[config.mk]
export PLATFORM = sky130hd
export DESIGN_NAME = dcb_frame_encoder
export DESIGN_NICKNAME = d
export VERILOG_FILES = /design/src/rtl/dcb_pkg.sv /design/src/rtl/dcb_frame_builder.sv /design/src/rtl/dcb_disparity.sv /design/src/rtl/dcb_polarity.sv /design/src/rtl/dcb_frame_encoder.sv
export SDC_FILE = /design/constraint.sdc
export NUM_CORES = 1
export LEC_CHECK = 0
export BUFFER_PORTS_ARGS = -buffer_cell sky130_fd_sc_hd__buf_2
export CORE_ASPECT_RATIO = 0.7
export CORE_MARGIN = 10
export CORE_UTILIZATION = 25
export DETAILED_ROUTE_END_ITERATION = 7
export GPL_TIMING_DRIVEN = 1
export PLACE_DENSITY_LB_ADDON = 0.25
export SLEW_MARGIN = 15
export SYNTH_ARGS = -nofsm -noshare
export SYNTH_HDL_FRONTEND = slang
export SYNTH_HIERARCHICAL = 1
export SYNTH_SLANG_ARGS = --single-unit
[constraint.sdc]
create_clock -name clk -period 10.7 [get_ports clk]
set_clock_uncertainty 0.15 [all_clocks]
set_input_delay 2.14 -clock clk [delete_from_list [all_inputs] [get_ports clk]]
set_output_delay 2.14 -clock clk [all_outputs]
set_load 0.005 [all_outputs]
[src/rtl/dcb_pkg.sv]
package dcb_pkg;
  localparam int unsigned HDR_W = 4;
  localparam int unsigned EXT_W = 2;

  // true-polarity header codes {type_hi, 0, 1, type_lo}
  localparam logic [HDR_W-1:0] HDR_FILL = 4'b0010;
  localparam logic [HDR_W-1:0] HDR_CTRL = 4'b0011;
  localparam logic [EXT_W-1:0] CTRL_EXT = 2'b10;

  typedef enum logic [1:0] {
    K_FILL = 2'd0,
    K_CTRL = 2'd1,
    K_DATA = 2'd2
  } frame_kind_e;

  function automatic logic [HDR_W-1:0] data_hdr(input logic flag);
    return {1'b1, 2'b01, flag};
  endfunction
endpackage

[src/rtl/dcb_frame_builder.sv]
module dcb_frame_builder
  import dcb_pkg::*;
#(
  parameter int unsigned DATA_W = 16,
  parameter logic [DATA_W-1:0] FILL0 = 16'hFF00,
  parameter logic [DATA_W-1:0] FILL1 = 16'hF0F0,
  localparam int unsigned FRAME_W = DATA_W + HDR_W,
  localparam int unsigned CTRL_W  = DATA_W - EXT_W
) (
  input  logic [DATA_W-1:0]  data_i,
  input  logic               flag_i,
  input  logic               valid_i,
  input  logic               ctrl_i,
  input  logic               train_sel_i,
  output logic [FRAME_W-1:0] frame_true_o
);
  frame_kind_e kind;

  // control outranks data; otherwise idle fill
  always_comb begin
    if (ctrl_i)       kind = K_CTRL;
    else if (valid_i) kind = K_DATA;
    else              kind = K_FILL;
  end

  always_comb begin
    unique case (kind)
      K_DATA:  frame_true_o = {data_hdr(flag_i), data_i};
      K_CTRL:  frame_true_o = {HDR_CTRL, CTRL_EXT, data_i[CTRL_W-1:0]};
      default: frame_true_o = {HDR_FILL, train_sel_i ? FILL1 : FILL0};
    endcase
  end
endmodule

[src/rtl/dcb_disparity.sv]
module dcb_disparity #(
  parameter int unsigned W = 20,
  localparam int unsigned CW = $clog2(W + 1),
  localparam int unsigned DW = CW + 1
) (
  input  logic [W-1:0]         vec_i,
  output logic signed [DW-1:0] disp_o
);
  logic [CW-1:0] acc [W+1];

  assign acc[0] = '0;
  for (genvar g = 0; g < W; g++) begin : g_cnt
    assign acc[g+1] = acc[g] + CW'(vec_i[g]);
  end

  // 2*ones - W
  assign disp_o = $signed({acc[W], 1'b0}) - DW'(W);
endmodule

[src/rtl/dcb_polarity.sv]
module dcb_polarity #(
  parameter int unsigned FRAME_W = 20,
  parameter int unsigned DW = 6,
  parameter int unsigned RD_W = 7
) (
  input  logic                       clk,
  input  logic                       rst,
  input  logic [FRAME_W-1:0]         frame_true_i,
  input  logic signed [DW-1:0]       disp_i,
  output logic [FRAME_W-1:0]         frame_line_o,
  output logic signed [RD_W-1:0]     rd_o
);
  logic signed [RD_W-1:0] rd_q;
  logic signed [RD_W-1:0] d_ext;
  logic                   flip;

  assign d_ext = RD_W'(disp_i);
  assign flip  = ((rd_q > 0) && (d_ext > 0)) || ((rd_q < 0) && (d_ext < 0));
  assign frame_line_o = flip ? ~frame_true_i : frame_true_i;

  always_ff @(posedge clk) begin
    if (rst)       rd_q <= '0;
    else if (flip) rd_q <= rd_q - d_ext;
    else           rd_q <= rd_q + d_ext;
  end

  assign rd_o = rd_q;
endmodule

[src/rtl/dcb_frame_encoder.sv]
module dcb_frame_encoder
  import dcb_pkg::*;
#(
  parameter int unsigned DATA_W = 16,
  parameter logic [DATA_W-1:0] FILL0 = 16'hFF00,
  parameter logic [DATA_W-1:0] FILL1 = 16'hF0F0,
  localparam int unsigned FRAME_W = DATA_W + HDR_W,
  localparam int unsigned DW = $clog2(FRAME_W + 1) + 1,
  localparam int unsigned RD_W = DW + 1
) (
  input  logic               clk,
  input  logic               rst,
  input  logic [DATA_W-1:0]  data_i,
  input  logic               flag_i,
  input  logic               valid_i,
  input  logic               ctrl_i,
  input  logic               train_sel_i,
  output logic               ready_o,
  output logic [FRAME_W-1:0] frame_o
);
  localparam logic [FRAME_W-1:0] RST_FRAME = {HDR_FILL, FILL0};

  logic [FRAME_W-1:0]     frame_true;
  logic [FRAME_W-1:0]     frame_line;
  logic signed [DW-1:0]   disp;
  logic signed [RD_W-1:0] rd_q;
  logic                   ready_q;
  logic [FRAME_W-1:0]     frame_q;

  dcb_frame_builder #(
    .DATA_W(DATA_W), .FILL0(FILL0), .FILL1(FILL1)
  ) u_build (
    .data_i(data_i), .flag_i(flag_i), .valid_i(valid_i),
    .ctrl_i(ctrl_i), .train_sel_i(train_sel_i),
    .frame_true_o(frame_true)
  );

  dcb_disparity #(.W(FRAME_W)) u_disp (
    .vec_i(frame_true), .disp_o(disp)
  );

  dcb_polarity #(.FRAME_W(FRAME_W), .DW(DW), .RD_W(RD_W)) u_pol (
    .clk(clk), .rst(rst), .frame_true_i(frame_true), .disp_i(disp),
    .frame_line_o(frame_line), .rd_o(rd_q)
  );

  always_ff @(posedge clk) begin
    if (rst) begin
      frame_q <= RST_FRAME;
      ready_q <= 1'b0;
    end else begin
      frame_q <= frame_line;
      ready_q <= 1'b1;
    end
  end

  assign frame_o = frame_q;
  assign ready_o = ready_q;
endmodule

Word-level counts from Yosys, hierarchy flattened
Index checks and enable logic that the tools add are counted.
{ "totals": {"elab_cells": 42, "regBits": 28, "input_bits": 22, "out_inout_bits": 21} }
{ "op_classes": {"n_eq_ne": 2, "n_reduce_logical": 3, "add_sub_neg": 22, "mux": 7, "order_cmp": 4, "n_bitwise": 1} }
{ "op_table": {"columns": ["op", "n"], "rows": [
  ["$add 5x1->5", 18],
  ["$pmux 20 s2", 1],
  ["$mux 20", 1],
  ["$not 20->20", 1],
  ["$mux 12", 1],
  ["$add 7x6->7", 1],
  ["$gt 7x1->1 const B", 1],
  ["$lt 7x1->1 const B", 1],
  ["$mux 7", 1],
  ["$sub 7x6->7", 1],
  ["$gt 6x1->1 const B", 1],
  ["$lt 6x1->1 const B", 1],
  ["$sub 6x5->6 const B", 1],
  ["$mux 2", 2],
  ["$add 1x1->2", 1],
  ["$eq 2x1->1 const B", 1],
  ["$eq 2x2->1 const B", 1],
  ["$logic_and 1x1->1", 2],
  ["$logic_or 1x1->1", 1],
  ["$mux 1", 1]
]} }

Logic depth before layout (Yosys ltp)
{ "logic_depth": {"ltp_word": 28, "mapped_depth": 30, "depth_no_buf": 28} }

Hierarchy
Netlist, hierarchy kept.
{ "by_module_without_submodules": {"columns": ["mod", "cells_per_inst", "instances", "seq_area_each_um2", "area_per_inst_um2"], "rows": [
  ["dcb_polarity", 94, 1, 140.1, 810.8],
  ["dcb_disparity", 72, 1, 0.0, 629.4],
  ["dcb_frame_encoder", 44, 1, 420.4, 590.6],
  ["dcb_frame_builder", 27, 1, 0.0, 185.2]
]} }

Worst setup path after synthesis
No wires, ideal clock.
{ "synth_timing": {"path_kind": "input to register", "startpoint": "in ctrl_i", "endpoint": "reg u_pol.rd_q[6], in the netlist u_pol/rd_o[6]", "slack_ns": 1.924, "stages": 28, "path_buffers": 2, "t_required_ns": 10.422, "arrival_ns": 8.498, "setup_ns": 0.128, "cell_sequence": "or2_4 buf_6 and2_1 inv_1 fa_1 inv_1 ha_1 inv_1 fa_1 fa_1 fa_1 inv_1 fa_1 inv_1 fa_1 ha_1 nor3_1 nor2b_1 or4b_4 a31o_1 buf_6 mux2i_1 fa_1 a211oi_1 o21bai_1 a21oi_1 xnor2_1 nor2_1"} }
{ "synth_via": {"elab_chain_cells": 27, "word_cells_on_any_way": 32, "cone_classes": "add/sub (22); order compare (2); eq/ne (2); mux (3); reduce/logical (3)"} }
{ "synth_rtl": {"columns": ["element", "line", "rtl"], "rows": [
  ["start: declaration", "dcb_frame_encoder.sv:16", "input logic ctrl_i,"],
  ["$mux 2 *", "dcb_frame_builder.sv:21", "if (ctrl_i) kind = K_CTRL;"],
  ["$eq 2x1->1 / $eq 2x2->1 (equally long branches)", "dcb_frame_builder.sv:27", "unique case (kind)"],
  ["$pmux 20 s2 *", "dcb_frame_builder.sv:27", null],
  ["named net frame_true[1]", "dcb_frame_encoder.sv:23", "logic [FRAME_W-1:0] frame_true;"],
  ["$add 1x1->2 *", "dcb_disparity.sv:13", "assign acc[g+1] = acc[g] + CW'(vec_i[g]);"],
  ["$add 5x1->5 * (18 in a row)", "dcb_disparity.sv:13", null],
  ["$sub 6x5->6 *", "dcb_disparity.sv:17", "assign disp_o = $signed({acc[W], 1'b0}) - DW'(W);"],
  ["named net disp[2]", "dcb_frame_encoder.sv:25", "logic signed [DW-1:0] disp;"],
  ["$gt 6x1->1 / $lt 6x1->1 (equally long branches)", "dcb_polarity.sv:18", "assign flip = ((rd_q > 0) && (d_ext > 0)) || ((rd_q < 0) && (d_ext < 0));"],
  ["$logic_and 1x1->1", "dcb_polarity.sv:18", null],
  ["$logic_or 1x1->1", "dcb_polarity.sv:18", null],
  ["$mux 7 *", "dcb_polarity.sv:23", "else if (flip) rd_q <= rd_q - d_ext;"],
  ["end signal: assignment", "dcb_polarity.sv:23", null],
  ["end signal: assignment", "dcb_polarity.sv:24", "else rd_q <= rd_q + d_ext;"],
  ["end: declaration", "dcb_polarity.sv:13", "logic signed [RD_W-1:0] rd_q;"]
]} }
Mark *: on every way through the listed nets, which the timed path passes. The rest lies on a longest branch.
A chain may end at the register's enable or synchronous reset.

Worst setup path after layout
{ "layout_timing": {"startpoint": "in valid_i", "endpoint": "reg u_pol.rd_q[6], in the netlist u_pol/rd_o[6]"} }
{ "layout_via": {"elab_chain_cells": 28, "word_cells_on_any_way": 33, "cone_classes": "add/sub (22); order compare (2); eq/ne (2); mux (4); reduce/logical (3)"} }
{ "layout_rtl": {"columns": ["element", "line", "rtl"], "rows": [
  ["start: declaration", "dcb_frame_encoder.sv:15", "input logic valid_i,"],
  ["$mux 2 *", "dcb_frame_builder.sv:22", "else if (valid_i) kind = K_DATA;"],
  ["$mux 2 *", "dcb_frame_builder.sv:21", null],
  ["$eq 2x1->1 / $eq 2x2->1 (equally long branches)", "dcb_frame_builder.sv:27", null],
  ["$pmux 20 s2 *", "dcb_frame_builder.sv:27", null],
  ["named net frame_true[0]", "dcb_frame_encoder.sv:23", null],
  ["$add 1x1->2 *", "dcb_disparity.sv:13", null],
  ["$add 5x1->5 * (18 in a row)", "dcb_disparity.sv:13", null],
  ["$sub 6x5->6 *", "dcb_disparity.sv:17", null],
  ["named net disp[2]", "dcb_frame_encoder.sv:25", null],
  ["$gt 6x1->1 / $lt 6x1->1 (equally long branches)", "dcb_polarity.sv:18", null],
  ["$logic_and 1x1->1", "dcb_polarity.sv:18", null],
  ["$logic_or 1x1->1", "dcb_polarity.sv:18", null],
  ["$mux 7 *", "dcb_polarity.sv:23", null]
]} }
Marks and branches as above.

==> summary.md <==
| Metric | Value |
|---|---|
| Status | `finished clean` |
| Die Wd | `133 µm` |
| Clock-pin slew on the worst setup and hold paths | `80 ps` |
| Final Max Slew Viols | `0` |
| Worst setup SP type | `input pin` |
| CP most frequent cell | `fa_1` |
| CP arrival | `9160 ps` |
| Core ar. | `8550 µm²` |
| Setup violators final | `0` |
| Average wire per standard cell | `11.4 µm` |
| Routed vias | `1521` |
| Initial Util | `0.259` |
| First-pass GRT wire length | `7550 µm` |
| # DRC | `0` |
| Post-cts resize count | `0` |
| Final Net Count | `328` |
| Final Hold Violating Endpoints | `0` |
| Hold-fix buffers at CTS | `0` |
| Fillers | `910` |
| Clock Latency Late Sink | `270 ps` |
| Top cells by area, synth | `dfxtp_1, fa_1, ha_1` |
| CTS Buf Count | `3` |
| Routed vias/inst | `3.86` |
| DRT iter0 DRCs | `55` |
| Area of the mapped netlist | `2220 µm²` |
| Post-synth top area cell | `dfxtp_1` |
| Antenna Cells | `0` |
| Crit Path Max Fanout | `14` |
| CTS tree | `done` |
| Die Y | `98.8 µm` |
| GPL Wtd Cong | `0.746` |
| Synth top area share | `0.253` |
| WP buf/inv | `6` |
| CTS root buffer | `clkbuf_16` |
| Most common cell in the netlist | `inv_1` |
| Post-synthesis async set-or-reset flop share | `0` |
| Syn avg cell area | `9.35 µm²` |
| Crit-path slowest cell | `fa_1` |
| Mapped Cells | `237` |
| Pre-antenna DRT Iters | `4` |
| Setup crit end kind | `flop` |
| Vias in the first global route | `1513` |
| Count of different cell masters after synthesis | `42` |
| Postcts setup bufs | `0` |
| Layout cell share with drive strength beyond 1 | `0.226` |
| Post-synth top cells | `inv_1, dfxtp_1, xor2_1` |
| GRT overflow | `0` |
| Antenna violations before repair | `0` |
| CP max stage delay | `540 ps` |
| Post-synth EDFFs | `0` |
| Synth Flop Type | `dfxtp_1` |
| RSZ-0062 raised after global routing | `false` |
| Post-Route WL | `4500 µm` |
| Period utilization | `0.857` |
| WP data required | `10690 ps` |
| Rel. slew slack | `0.532` |
| Fmax | `109 MHz` |
| Worst hold slack | `396 ps` |
| Largest net degree at the start of global routing | `33` |
| Post-DP HPWL | `3730 µm` |
| Post-DRT Antenna Nets | `0` |
| Crit path max-delay family | `adder cells` |
| Post-layout min period | `9170 ps` |
| Gr usage total | `0.0695` |
| HP Class | `reg2reg` |
| Area growth, synth to finish | `16.9%` |
| Seq cells post-synth | `28` |
| Critical path type | `in2reg` |
| Seq/Total Area, Yosys | `0.253` |
| FP Rows | `28` |
| Worst Max-Slew Pin Slew | `702 ps` |
| IO Pins | `43` |
| Setup tns final | `0 ps` |
| Post-Syn Nets | `290` |
| Ys Warns | `6` |
| Max Cap Viol | `0` |
| Clock sinks | `28` |
| Clock buffer depth | `2` |
| PortBufs | `42` |
| DIE AREA | `13100 µm²` |
| H-tree depth | `1` |
per-layer routing:
layer,GRT usage,vias up,part of all wire
met2,0.0963,29,0.40
met4,0.0228,0,0.012
li1,-,810,-
met5,0,-,0
met3,0.0213,2,0.043
met1,0.0990,680,0.54
worst paths after layout:
path / depth (start not counted) / startpoint / slack [ps] / end
max: 27 / valid_i / 1530 / u_pol/rd_o[6]$_SDFF_PP0_
max reg2reg: 10 / u_pol/rd_o[2]$_SDFF_PP0_ / 7670 / u_pol/rd_o[6]$_SDFF_PP0_
min reg2reg: 3 / u_pol/rd_o[0]$_SDFF_PP0_ / 400 / u_pol/rd_o[0]$_SDFF_PP0_
min: 3 / u_pol/rd_o[0]$_SDFF_PP0_ / 400 / u_pol/rd_o[0]$_SDFF_PP0_
state kept, by name (all words and copies together), names as in the netlist:
name	flops
frame_o	20
ready_o	1
u_pol/rd_o	7
metrics by stage:
stage,instances,setup WS [ps],util,cell area (µm²)
2_1_floorplan,237,1920,-,2220
4_1_cts,394,1490,0.303,2590
6_report,394,1530,0.303,2590
3_5_place_dp,390,1230,0.291,2490
3_3_place_gp,390,1380,0.291,2490
5_1_grt,394,1130,0.303,2590
layout by cell type (no fill, tap or decap), types with 5 or more instances in the layout:
master / netlist / layout
inv_1: 42 / 42
nor3_1: 8 / 8
nor2_1: 10 / 10
buf_2: 0 / 42
ha_1: 16 / 16
and2_1: 5 / 5
xnor2_1: 5 / 5
xor2_1: 22 / 22
nor2b_1: 5 / 5
a21o_1: 11 / 11
dfxtp_1: 28 / 28
fa_1: 15 / 15
or2_1: 9 / 9
nor2b_2: 8 / 8
cell families (layout without fill, tap and decap cells):
| logic type | after synthesis | after routing | synth area share |
|---|---|---|---|
| AO/OA/AOI/OAI | 29 | 29 | 0.0983 |
| XOR/XNOR | 27 | 27 | 0.107 |
| adder cells (fa/ha/maj) | 31 | 31 | 0.226 |
| buffers and inverters | 52 | 89 | 0.115 |
| flip-flops | 28 | 28 | 0.253 |
| multiplexers | 2 | 2 | 0.00903 |
| other | 3 | 3 | 0.00508 |
| AND/OR/NAND/NOR | 65 | 65 | 0.187 |
worst min-delay path, stage by stage (launching register included):
cell     delay, ps
dfxtp_1        320
inv_1           50
ha_1           110
nor2_1          40
final cells by class:
type	count	area (µm²)	share of cell area
multi-input combinational	157	1400	0.540
sequential	28	561	0.216
timing repair buffer	43	218	0.0840
inverter	42	158	0.0608
clock buffer	3	75.1	0.0290
clock inverter	1	30.0	0.0116
tap	120	150	0.0579
Power is left out: the tool's default activity adds up to more than one toggle a clock period on the data nets, which glitch-free logic cannot reach.
